**src/rtl/lbi_pkg.sv**
```systemverilog
package lbi_pkg;

  typedef enum logic [1:0] {
    ACT_HOLD = 2'd0,
    ACT_INC  = 2'd1,
    ACT_DEC  = 2'd2
  } lvl_act_e;

  // A trigger and a leak together cancel out.
  function automatic lvl_act_e pick_act(input logic add, input logic drain);
    if (add && !drain)      return ACT_INC;
    else if (drain && !add) return ACT_DEC;
    else                    return ACT_HOLD;
  endfunction

endpackage

```
**src/rtl/lbi_step_timer.sv**
```systemverilog
module lbi_step_timer #(
  parameter int STEP_CYCLES = 400,
  parameter int LEAK_W      = 16
) (
  input  logic              clk,
  input  logic              rst_n,
  input  logic              run,
  input  logic [LEAK_W-1:0] leak_steps,
  output logic              tick
);
  localparam int PRE_W = (STEP_CYCLES > 1) ? $clog2(STEP_CYCLES) : 1;

  logic              step_done;
  logic [LEAK_W-1:0] stp_q;

  function automatic logic interval_done(input logic [LEAK_W-1:0] cnt,
                                         input logic [LEAK_W-1:0] lim);
    return ({1'b0, cnt} + 1'b1) >= {1'b0, lim};
  endfunction

  generate
    if (STEP_CYCLES > 1) begin : g_pre
      logic [PRE_W-1:0] pre_q;
      assign step_done = (pre_q == PRE_W'(STEP_CYCLES - 1));
      always_ff @(posedge clk or negedge rst_n) begin
        if (!rst_n)              pre_q <= '0;
        else if (!run || tick)   pre_q <= '0;
        else if (step_done)      pre_q <= '0;
        else                     pre_q <= pre_q + 1'b1;
      end
    end else begin : g_nopre
      assign step_done = 1'b1;
    end
  endgenerate

  assign tick = run && step_done && interval_done(stp_q, leak_steps);

  always_ff @(posedge clk or negedge rst_n) begin
    if (!rst_n)              stp_q <= '0;
    else if (!run || tick)   stp_q <= '0;
    else if (step_done)      stp_q <= stp_q + 1'b1;
  end

endmodule

```
**src/rtl/lbi_bucket.sv**
```systemverilog
module lbi_bucket #(
  parameter int LVL_W = 6
) (
  input  logic             clk,
  input  logic             rst_n,
  input  logic             add,
  input  logic             drain,
  output logic [LVL_W-1:0] level
);
  import lbi_pkg::*;

  localparam logic [LVL_W-1:0] LVL_MAX = {LVL_W{1'b1}};

  lvl_act_e         act;
  logic [LVL_W-1:0] level_d;

  function automatic logic [LVL_W-1:0] next_level(input logic [LVL_W-1:0] cur,
                                                  input lvl_act_e a);
    case (a)
      ACT_INC: return (cur == LVL_MAX) ? cur : cur + 1'b1;
      ACT_DEC: return (cur == '0) ? cur : cur - 1'b1;
      default: return cur;
    endcase
  endfunction

  assign act     = pick_act(add, drain);
  assign level_d = next_level(level, act);

  always_ff @(posedge clk or negedge rst_n) begin
    if (!rst_n) level <= '0;
    else        level <= level_d;
  end

endmodule

```
**src/rtl/lbi_limit.sv**
```systemverilog
module lbi_limit #(
  parameter int LVL_W = 6
) (
  input  logic [LVL_W-1:0] level,
  input  logic [LVL_W-1:0] limit,
  output logic             over
);
  function automatic logic limit_hit(input logic [LVL_W-1:0] lv,
                                     input logic [LVL_W-1:0] lim);
    return (lim != '0) && (lv >= lim);
  endfunction

  assign over = limit_hit(level, limit);

endmodule

```
**src/rtl/burst_interlock.sv**
```systemverilog
module burst_interlock #(
  parameter int STEP_CYCLES = 400,
  parameter int LVL_W       = 6,
  parameter int LEAK_W      = 16
) (
  input  logic              clk,
  input  logic              rst_n,
  input  logic              trig_i,
  input  logic [LVL_W-1:0]  burst_max_i,
  input  logic [LEAK_W-1:0] leak_steps_i,
  output logic              over_burst_o,
  output logic [LVL_W-1:0]  level_o
);
  logic             leak_run;
  logic             leak_tick;
  logic [LVL_W-1:0] level;

  assign leak_run = (level != '0) && (leak_steps_i != '0);

  lbi_step_timer #(
    .STEP_CYCLES (STEP_CYCLES),
    .LEAK_W      (LEAK_W)
  ) u_timer (
    .clk        (clk),
    .rst_n      (rst_n),
    .run        (leak_run),
    .leak_steps (leak_steps_i),
    .tick       (leak_tick)
  );

  lbi_bucket #(
    .LVL_W (LVL_W)
  ) u_bucket (
    .clk   (clk),
    .rst_n (rst_n),
    .add   (trig_i),
    .drain (leak_tick),
    .level (level)
  );

  lbi_limit #(
    .LVL_W (LVL_W)
  ) u_limit (
    .level (level),
    .limit (burst_max_i),
    .over  (over_burst_o)
  );

  assign level_o = level;

endmodule

```
**config.mk**
```make
export PLATFORM = sky130hd
export DESIGN_NAME = burst_interlock
export DESIGN_NICKNAME = d
export VERILOG_FILES = /design/src/rtl/lbi_pkg.sv /design/src/rtl/lbi_step_timer.sv /design/src/rtl/lbi_bucket.sv /design/src/rtl/lbi_limit.sv /design/src/rtl/burst_interlock.sv
export SDC_FILE = /design/constraint.sdc
export NUM_CORES = 1
export LEC_CHECK = 0
export BUFFER_PORTS_ARGS = -buffer_cell sky130_fd_sc_hd__clkbuf_2
export CAP_MARGIN = 25
export CORE_ASPECT_RATIO = 1.4
export CORE_MARGIN = 1.5
export CORE_UTILIZATION = 55
export CTS_BUF_LIST = sky130_fd_sc_hd__clkbuf_16
export DETAILED_ROUTE_END_ITERATION = 10
export GPL_ROUTABILITY_DRIVEN = 0
export PLACE_DENSITY = 0.73
export SLEW_MARGIN = 40
export SYNTH_ARGS = -nofsm -noshare
export SYNTH_HDL_FRONTEND = slang
export SYNTH_SLANG_ARGS = --single-unit
```
**constraint.sdc**
```tcl
create_clock -name clk -period 5.15 [get_ports clk]
set_input_delay 1.03 -clock clk [delete_from_list [all_inputs] [get_ports clk]]
set_output_delay 1.03 -clock clk [all_outputs]
set_load 0.05 [all_outputs]
```
==> results of run 1 <==
[cells in the mapped netlist (2+ instances only)]
| cell | instances | area, um^2 |
|---|---|---|
| and3_1 | 7 | 43.8 |
| nand2_1 | 13 | 48.8 |
| nor4_1 | 8 | 50.1 |
| and3_4 | 2 | 22.5 |
| clkbuf_1 | 3 | 11.3 |
| a21o_1 | 7 | 52.6 |
| dfrtp_1 | 31 | 776 |
| nand2b_1 | 5 | 31.3 |
| ha_1 | 28 | 350 |
| xor2_1 | 13 | 114 |
| nor3_1 | 2 | 10.0 |
| nor2_1 | 19 | 71.3 |
| nand3b_1 | 2 | 15.0 |
| mux2_2 | 2 | 22.5 |
| a31oi_1 | 7 | 43.8 |
| nand3_1 | 18 | 90.1 |
| a22o_1 | 8 | 70.1 |
| mux2i_1 | 3 | 30.0 |
| or3_1 | 5 | 31.3 |
| inv_1 | 25 | 93.8 |
| o21ai_0 | 5 | 25.0 |
| xnor2_1 | 11 | 96.3 |
| nand4_1 | 3 | 18.8 |
| a21oi_1 | 19 | 95.1 |
[per-stage QoR]
stage,instances,setup WS [ns]
detailed placement,359,0.548
global placement,359,0.639
finish,367,0.573
floorplan,273,1.00
CTS,367,0.534
global route,367,0.265
[area by class of cell]
class	count	area share, %
Multi-Input combinational cell	211	55.2
Sequential cell	31	27.3
Timing Repair Buffer	32	5.73
Clock buffer	5	4.41
Inverter	25	3.30
Tap cell	60	2.64
Clock inverter	3	1.37
[layer usage]
metal | share of wire, % | vias up
met2 | 50 | 50
met4 | 2.8 | 0
li1 | - | 1050
met5 | 0 | -
met3 | 3.4 | 11
met1 | 44 | 980
[power groups by stage]
stage | clock network [uW] | logic, uW | registers [uW]
2_1_floorplan | 0 | 225 | 417
3_3_place_gp | 0 | 358 | 367
3_5_place_dp | 0 | 364 | 369
4_1_cts | 334 | 365 | 365
5_1_grt | 345 | 406 | 376
6_report | 329 | 362 | 364
[worst max path at each step]
stage | from | to | slack, ns | cells after the start
2_1_floorplan | u_timer.stp_q[2] | u_bucket.level[5] | 1.0 | 21
3_3_place_gp | u_timer.stp_q[0] | u_bucket.level[5] | 0.64 | 19
3_5_place_dp | u_timer.stp_q[0] | u_bucket.level[5] | 0.55 | 18
4_1_cts | u_timer.stp_q[0] | u_bucket.level[5] | 0.53 | 19
5_1_grt | u_timer.stp_q[0] | u_bucket.level[5] | 0.26 | 19
6_report | u_timer.stp_q[0] | u_bucket.level[5] | 0.57 | 19
[placed cells by master, fill, tap and decap left out, drive strengths merged, types with 2 or more instances in the layout]
master	count
a21o	7
a21oi	20
a22o	8
a31oi	7
and3	9
buf	2
clkbuf	35
clkinv	2
dfrtp	31
ha	28
inv	25
mux2	3
mux2i	3
nand2	13
nand2b	5
nand3	20
nand3b	2
nand4	3
nor2	20
nor2b	2
nor3	2
nor4	8
o21ai	6
or3	5
xnor2	12
xor2	13
[sequential cells by signal, indices dropped and copies added, names as in the netlist]
signal               flops
u_timer.g_pre.pre_q      9
u_bucket.level           6
u_timer.stp_q           16
[critical path, stage by stage (launching register included)]
cell and delay (ns):
dfrtp_1 0.41, ha_1 0.33, and3_1 0.32, nand3_1 0.12, xnor2_1 0.16, ha_1 0.30
nand4_1 0.13, a2111oi_0 0.58, o31ai_2 0.14, a311oi_2 0.21, buf_4 0.22, and2b_1 0.27
ha_1 0.19, a21oi_1 0.04, nor2b_1 0.15, o21ai_0 0.11, o2bb2ai_1 0.15, or3_1 0.33
and2_1 0.16, xnor2_2 0.12
[logic make-up (layout without fill, tap and decap cells)]
kind of cell / Yosys count / count (layout) / synth area share, %
AOI/OAI and AO/OA: 57 / 57 / 15.7
xor gates and xnor gates: 25 / 25 / 9.16
adders and majority gates: 29 / 29 / 15.0
buffers and inverters: 31 / 65 / 5.11
DFF: 31 / 31 / 31.4
muxes: 6 / 6 / 2.58
and+or+nand+nor: 94 / 94 / 21.0
==> key figures, run 1 <==
Worst hold path
  – Worst Hold Path Cells: 1
  – Endpoint, Worst Hold: u_timer.g_pre.pre_q[0]
  – Classification of the worst-slack hold path: flip-flop to flip-flop
  – Startpoint of the tightest hold check path: u_timer.g_pre.pre_q[0]

Drt
  – Via total after detailed routing: 2091
  – Post-route antenna net violation count: 0
  – Vias per inst: about 5.7
  – Routed length per instance: 14.1 um
  – DRT Wirelength: around 5.2 mm
  – Number of design rule violations left after detail routing: 0
  – Number of iterations in the first detailed-routing pass: 4
  – Initial DRC Count: between 50 and 60

Logic synthesis
  – Dominant register cell in the synthesized netlist: dfrtp_1
  – Total standard cell area after synthesis: ~2500 um^2
  – Number of synthesized flops with an enable pin: 0
  – Synthesis Warnings: 0
  – Syn_nets: approximately 330
  – Seq/Total Area, Yosys: a little under a third
  – Gate Count Post-Synth: around 270
  – Async set-reset flop share out of synthesis: between 90% and 100%
  – Post-synth cell types: around 50
  – Number of synthesized register bits: 31
  – Mean instance size in the synthesized netlist: 9.05 um^2

Power and ir drop
  – Peak ir drop on the vdd network: between 0.2 and 0.25 mV
  – Register share of total power: approximately 35%
  – Cell-internal power: between 600 and 700 uW
  – Combinational share of power: between 30% and 40%
  – Power after layout: around 1100 uW
  – Standby leakage power: around 0.0015 uW
  – Sw Ratio: a little under two fifths
  – Net switching component of the power: a little under 400 uW
  – PwrDens: between 300 and 400 nW/um^2
  – Clock network power share: between 30% and 40%

Global routing
  – Met3 track demand over resource in global routing: about 3.6%
  – Number of global-route vias before repair: about 1900
  – Layer with the highest usage after global routing: met2
  – First-pass GRT wire length: 8.53 mm
  – Antenna violations before repair: 0
  – Remaining Overflow, GRT: 0
  – Total routing resource utilization after global routing: 23.1%
  – Global-route track usage on met1: between 20% and 30%
  – Met2 demand-to-capacity share in global routing: about two fifths
  – Pin count of the biggest net entering global routing: 32

Layout
  – Fillcell total: approximately 370
  – Number of diodes added for antenna fixing: 0
  – Area taken by multi-input logic gates: 1570 um^2
  – Number of nets at the end of the flow: 360
  – Fraction of layout instances using a drive strength above 1: about 17%
  – Summed area of non-filler cells in the final layout: between 2000 and 3000 um^2
  – Post-synthesis to final-layout area growth: 14.9%
  – Register area: between 700 and 800 um^2
  – Final Util: 66.5%

CTS
  – Resize count post-CTS: 0
  – Deepest level of the CTS H-tree: 2
  – Post-CTS repair timing setup buffer count: 0
  – Number of clock sinks seen by CTS: 31
  – Clock transition at the registers of the reported paths: ~0.05 ns
  – Clock root buffer master: clkbuf_16
  – Number of hold-repair buffers added at the cts stage: 0
  – Clock insertion delay at the later pin of the skew report: ~0.28 ns
  – Maximum buffer depth of the clock tree: 2
  – TritonCTS clock tree: done
  – CTS buffer count: 5

Place
  – Port buffer count: 31
  – Post-place instance area: 2680 um^2
  – Estimated wirelength of the detail-placed design: ~4 mm

Timing
  – Hold Fails Final Rpt: 0
  – Transition time of the tightest slew-check pin: 0.746 ns
  – Post-route minimum period: 4.58 ns
  – Setup-violating endpoint count in the final report: 0
  – Maximum operating frequency: around 0.22 GHz
  – Setup TNS Final: 0 ns
  – Setup repair after global routing missed its margin: no
  – Share of the clock period used by the worst path after layout: approximately 89%
  – Worst hold margin: around 0.48 ns
  – Worst setup skew after layout: 0.00723 ns
  – Tightest slew margin relative to the limit: between 50 and 60%
  – Count of pins over their slew limit: 0

Worst setup path
  – Startpoint of the worst-slack reg-to-reg timing path: u_timer.stp_q[0]
  – Crit path arrival time: 4.74 ns
  – Cells on worst reg2reg path: 19
  – Crit-path max FO: 11
  – Capturing point of the worst reg2reg path: u_bucket.level[5]
  – R2R setup slack: ~0.57 ns
  – Critical Path Sink Type: flip-flop
  – Crit path kind: flip-flop to flip-flop
  – Required time of the critical path: 5.31 ns
  – CP startpoint kind: flip-flop

Die
  – Initial core utilization: between 50% and 60%
  – Std-Cell Core Area: about 4300 um^2
  – I/O pin cnt: 32
  – Row Count: 28
  – Overall die width: ~60 um
  – Die height: 82.3 um
  – Full die area: approximately 5000 um^2

Flow run
  – Maxcap violations: 0

Outcome
  – Outcome: completed
Power figures use the tool's default switching activity.
==> run 2, diff against run 1 <==
--- a/config.mk
+++ b/config.mk
@@ -14,6 +14,7 @@
 export DETAILED_ROUTE_END_ITERATION = 10
 export GPL_ROUTABILITY_DRIVEN = 0
 export PLACE_DENSITY = 0.73
+export RECOVER_POWER = 100
 export SLEW_MARGIN = 40
 export SYNTH_ARGS = -nofsm -noshare
 export SYNTH_HDL_FRONTEND = slang
==> run 2 against run 1 <==
The flow now finishes with violations (max-capacitance violations, max-slew violations). Sequential cell count is the same. Worst hold slack about the same. Critical path depth is the same. Fmax shrank 0.31%. Via count decreased by 0.53%. Sequential power about the same. Core utilization down 0.32 points. First-iteration DRC count grew 3.4%. Register-to-register slack about the same. Largest power group unchanged.
==> key figures, run 2 (synthesis gave the netlist of run 1 again) <==
Layout
  – Post-synthesis to final-layout area growth: 14.4%
  – Number of diodes added for antenna fixing: 0 (unchanged)
  – Flip-flop count of the largest register, all copies and words added: 16 (unchanged)
  – Most frequent cells in the layout: 31 x dfrtp_1, 28 x ha_1, 25 x inv_1
  – Largest regs: u_timer.stp_q (16), u_timer.g_pre.pre_q (9), u_bucket.level (6)
  – Register area: 776 um^2 (unchanged)
  – Commonest non-fill, non-tap cell in the layout: dfrtp_1
  – Register ranked first by flip-flop count: u_timer.stp_q
  – Fillcell total: 379 (+2.7%)
  – Area taken by multi-input logic gates: 1570 um^2 (-0.16%)
  – Number of nets at the end of the flow: 360 (unchanged)
  – Fraction of layout instances using a drive strength above 1: 14.0% (-3.3 points)

Timing
  – Transition time of the tightest slew-check pin: 1.67 ns (+0.923 ns)
  – Setup repair after global routing missed its margin: no
  – Count of pins over their slew limit: 32 (+32)
  – Post-route minimum period: 4.59 ns (+0.0143 ns)
  – Hold Fails Final Rpt: 0 (unchanged)
  – Worst hold margin: 0.476 ns (+0.000161 ns)
  – Maximum operating frequency: 0.218 GHz (-0.31%)
  – Share of the clock period used by the worst path after layout: 89.2% (+0.28 points)
  – Setup-violating endpoint count in the final report: 0 (unchanged)
  – Tightest slew margin relative to the limit: -11.3% (-61 points)
  – Worst setup skew after layout: 0.00710 ns (-0.000135 ns)
  – Setup TNS Final: 0 ns (unchanged)

Worst setup path
  – Cell seen most often among critical-path stages: ha_1
  – Crit-path max FO: 11 (unchanged)
  – Startpoint of the worst setup timing path: u_timer.stp_q[0]
  – Capturing point of the worst reg2reg path: u_bucket.level[5]
  – Levels on crit path: 19 (unchanged)
  – Critical path, cell by cell: ha_1 > and3_1 > nand3_1 > xnor2_1 > ha_1 > nand4_1 > a2111oi_0 > o31ai_2 > a311oi_2 > buf_4 > and2b_1 > ha_1 > a21oi_1 > nor2b_1 > o21ai_0 > o2bb2ai_1 > or3_1 > and2_0 > xnor2_2
  – Startpoint of the worst-slack reg-to-reg timing path: u_timer.stp_q[0]
  – Required time of the critical path: 5.31 ns (about the same)
  – CP startpoint kind: flip-flop
  – Cells on worst reg2reg path: 19 (unchanged)
  – Family with the most delay on the worst path: simple AND/OR/NAND/NOR gates
  – Highest-delay cell along the critical path: a2111oi_0
  – Crit path arrival time: 4.75 ns (about the same)
  – Peak per-stage delay on the critical path: 0.58 ns (about the same)
  – End point of the critical path: u_bucket.level[5]
  – Crit path kind: flip-flop to flip-flop
  – Critical Path Sink Type: flip-flop
  – Worst Path Buf+Inv: 1 (unchanged)
  – R2R setup slack: 0.56 ns (about the same)

CTS
  – Clock insertion delay at the later pin of the skew report: 0.28 ns (about the same)
  – Resize count post-CTS: 0 (unchanged)
  – TritonCTS clock tree: done
  – Number of clock sinks seen by CTS: 31 (unchanged)
  – Number of hold-repair buffers added at the cts stage: 0 (unchanged)
  – CTS buffer count: 5 (unchanged)
  – Clock root buffer master: clkbuf_16
  – Post-CTS repair timing setup buffer count: 0 (unchanged)
  – Deepest level of the CTS H-tree: 2 (unchanged)
  – Clock transition at the registers of the reported paths: 0.05 ns (about the same)
  – Maximum buffer depth of the clock tree: 2 (unchanged)

Drt
  – Initial DRC Count: 60 (+3.4%)
  – Via total after detailed routing: 2080 (-0.53%)
  – Number of design rule violations left after detail routing: 0 (unchanged)
  – Post-route antenna net violation count: 0 (unchanged)
  – Routed length per instance: 14.1 um (about the same)
  – DRT Wirelength: 5.16 mm (about the same)
  – Vias per inst: 5.67 (-0.53%)
  – Number of iterations in the first detailed-routing pass: 4 (unchanged)

Die
  – Overall die width: 59.7 um (unchanged)
  – Std-Cell Core Area: 4270 um^2 (unchanged)
  – Full die area: 4910 um^2 (unchanged)
  – Initial core utilization: 57.8% (unchanged)
  – Die height: 82.3 um (unchanged)
  – I/O pin cnt: 32 (unchanged)
  – Row Count: 28 (unchanged)

Power and ir drop
  – Register share of total power: 34.6% (about the same)
  – Power after layout: 1050 uW (-0.62%)
  – Cell-internal power: 660 uW (-0.95%)
  – PwrDens: 371 nW/um^2 (-0.13%)
  – Standby leakage power: 0.00145 uW (-1.7%)
  – Clock network power share: 31.4% (+0.2 points)
  – Net switching component of the power: 389 uW (about the same)
  – Peak ir drop on the vdd network: 0.226 mV (about the same)
  – Sw Ratio: 37.1% (+0.21 points)
  – Combinational share of power: 34.0% (-0.3 points)

Global routing
  – Pin count of the biggest net entering global routing: 32 (unchanged)
  – Remaining Overflow, GRT: 0 (unchanged)
  – First-pass GRT wire length: 8.53 mm (unchanged)
  – Number of global-route vias before repair: 1915 (unchanged)
  – Total routing resource utilization after global routing: 23.1% (unchanged)
  – Antenna violations before repair: 0 (unchanged)

Outcome
  – Outcome: finished, violations left
  – Violated checks: max-capacitance violations, max-slew violations

Place
  – Port buffer count: 31 (unchanged)
  – Estimated wirelength of the detail-placed design: 3.99 mm (unchanged)

Worst hold path
  – Classification of the worst-slack hold path: flip-flop to flip-flop

Flow run
  – Maxcap violations: 1 (+1)
-- run 2: changes by cell type in the layout (fill, tap and decap cells not counted), sizes merged --
cell / change
buf: -1
clkbuf: +1
-- run 2: worst min-delay path by stage --
stage	end	slack, ns	cells past startpoint	startpoint
finish	u_timer.g_pre.pre_q[0]	0.48	1	u_timer.g_pre.pre_q[0]
global route	u_timer.g_pre.pre_q[0]	0.50	1	u_timer.g_pre.pre_q[0]
CTS	u_timer.g_pre.pre_q[0]	0.47	1	u_timer.g_pre.pre_q[0]
detailed placement	u_timer.g_pre.pre_q[0]	0.47	1	u_timer.g_pre.pre_q[0]
global placement	u_timer.g_pre.pre_q[0]	0.46	1	u_timer.g_pre.pre_q[0]
floorplan	u_timer.g_pre.pre_q[0]	0.43	1	u_timer.g_pre.pre_q[0]
-- run 2: stage by stage --
step,setup WS [ns],util (%),cell area (um^2),cells
floorplan,1.00,-,2470,273
global placement,0.639,62.6,2680,359
detailed placement,0.548,62.6,2680,359
CTS,0.534,66.5,2840,367
global route,0.245,66.1,2830,367
finish,0.559,66.1,2830,367
-- run 2: area by class of cell --
class,instances,area share [%]
Multi-Input combinational cell,211,55.4
Sequential cell,31,27.4
Timing Repair Buffer,32,5.36
Clock buffer,5,4.43
Inverter,25,3.32
Tap cell,60,2.66
Clock inverter,3,1.37
-- run 2: metal layers --
| layer | vias up | share of wire (%) | GRT usage (%) |
|---|---|---|---|
| met3 | 12 | 3.8 | 3.58 |
| met4 | 0 | 3.2 | 12.4 |
| met1 | 961 | 43 | 27.8 |
| li1 | 1046 | - | - |
| met2 | 61 | 50 | 38.9 |
| met5 | - | 0 | 0 |
-- run 2: power groups by stage --
| stage | Clock, uW | Sequential [uW] | Combinational, uW |
|---|---|---|---|
| after floorplan | 0 | 417 | 225 |
| after global placement | 0 | 367 | 358 |
| after CTS | 334 | 365 | 365 |
| final | 329 | 363 | 356 |
| after global routing | 345 | 375 | 399 |
| after detailed placement | 0 | 369 | 364 |
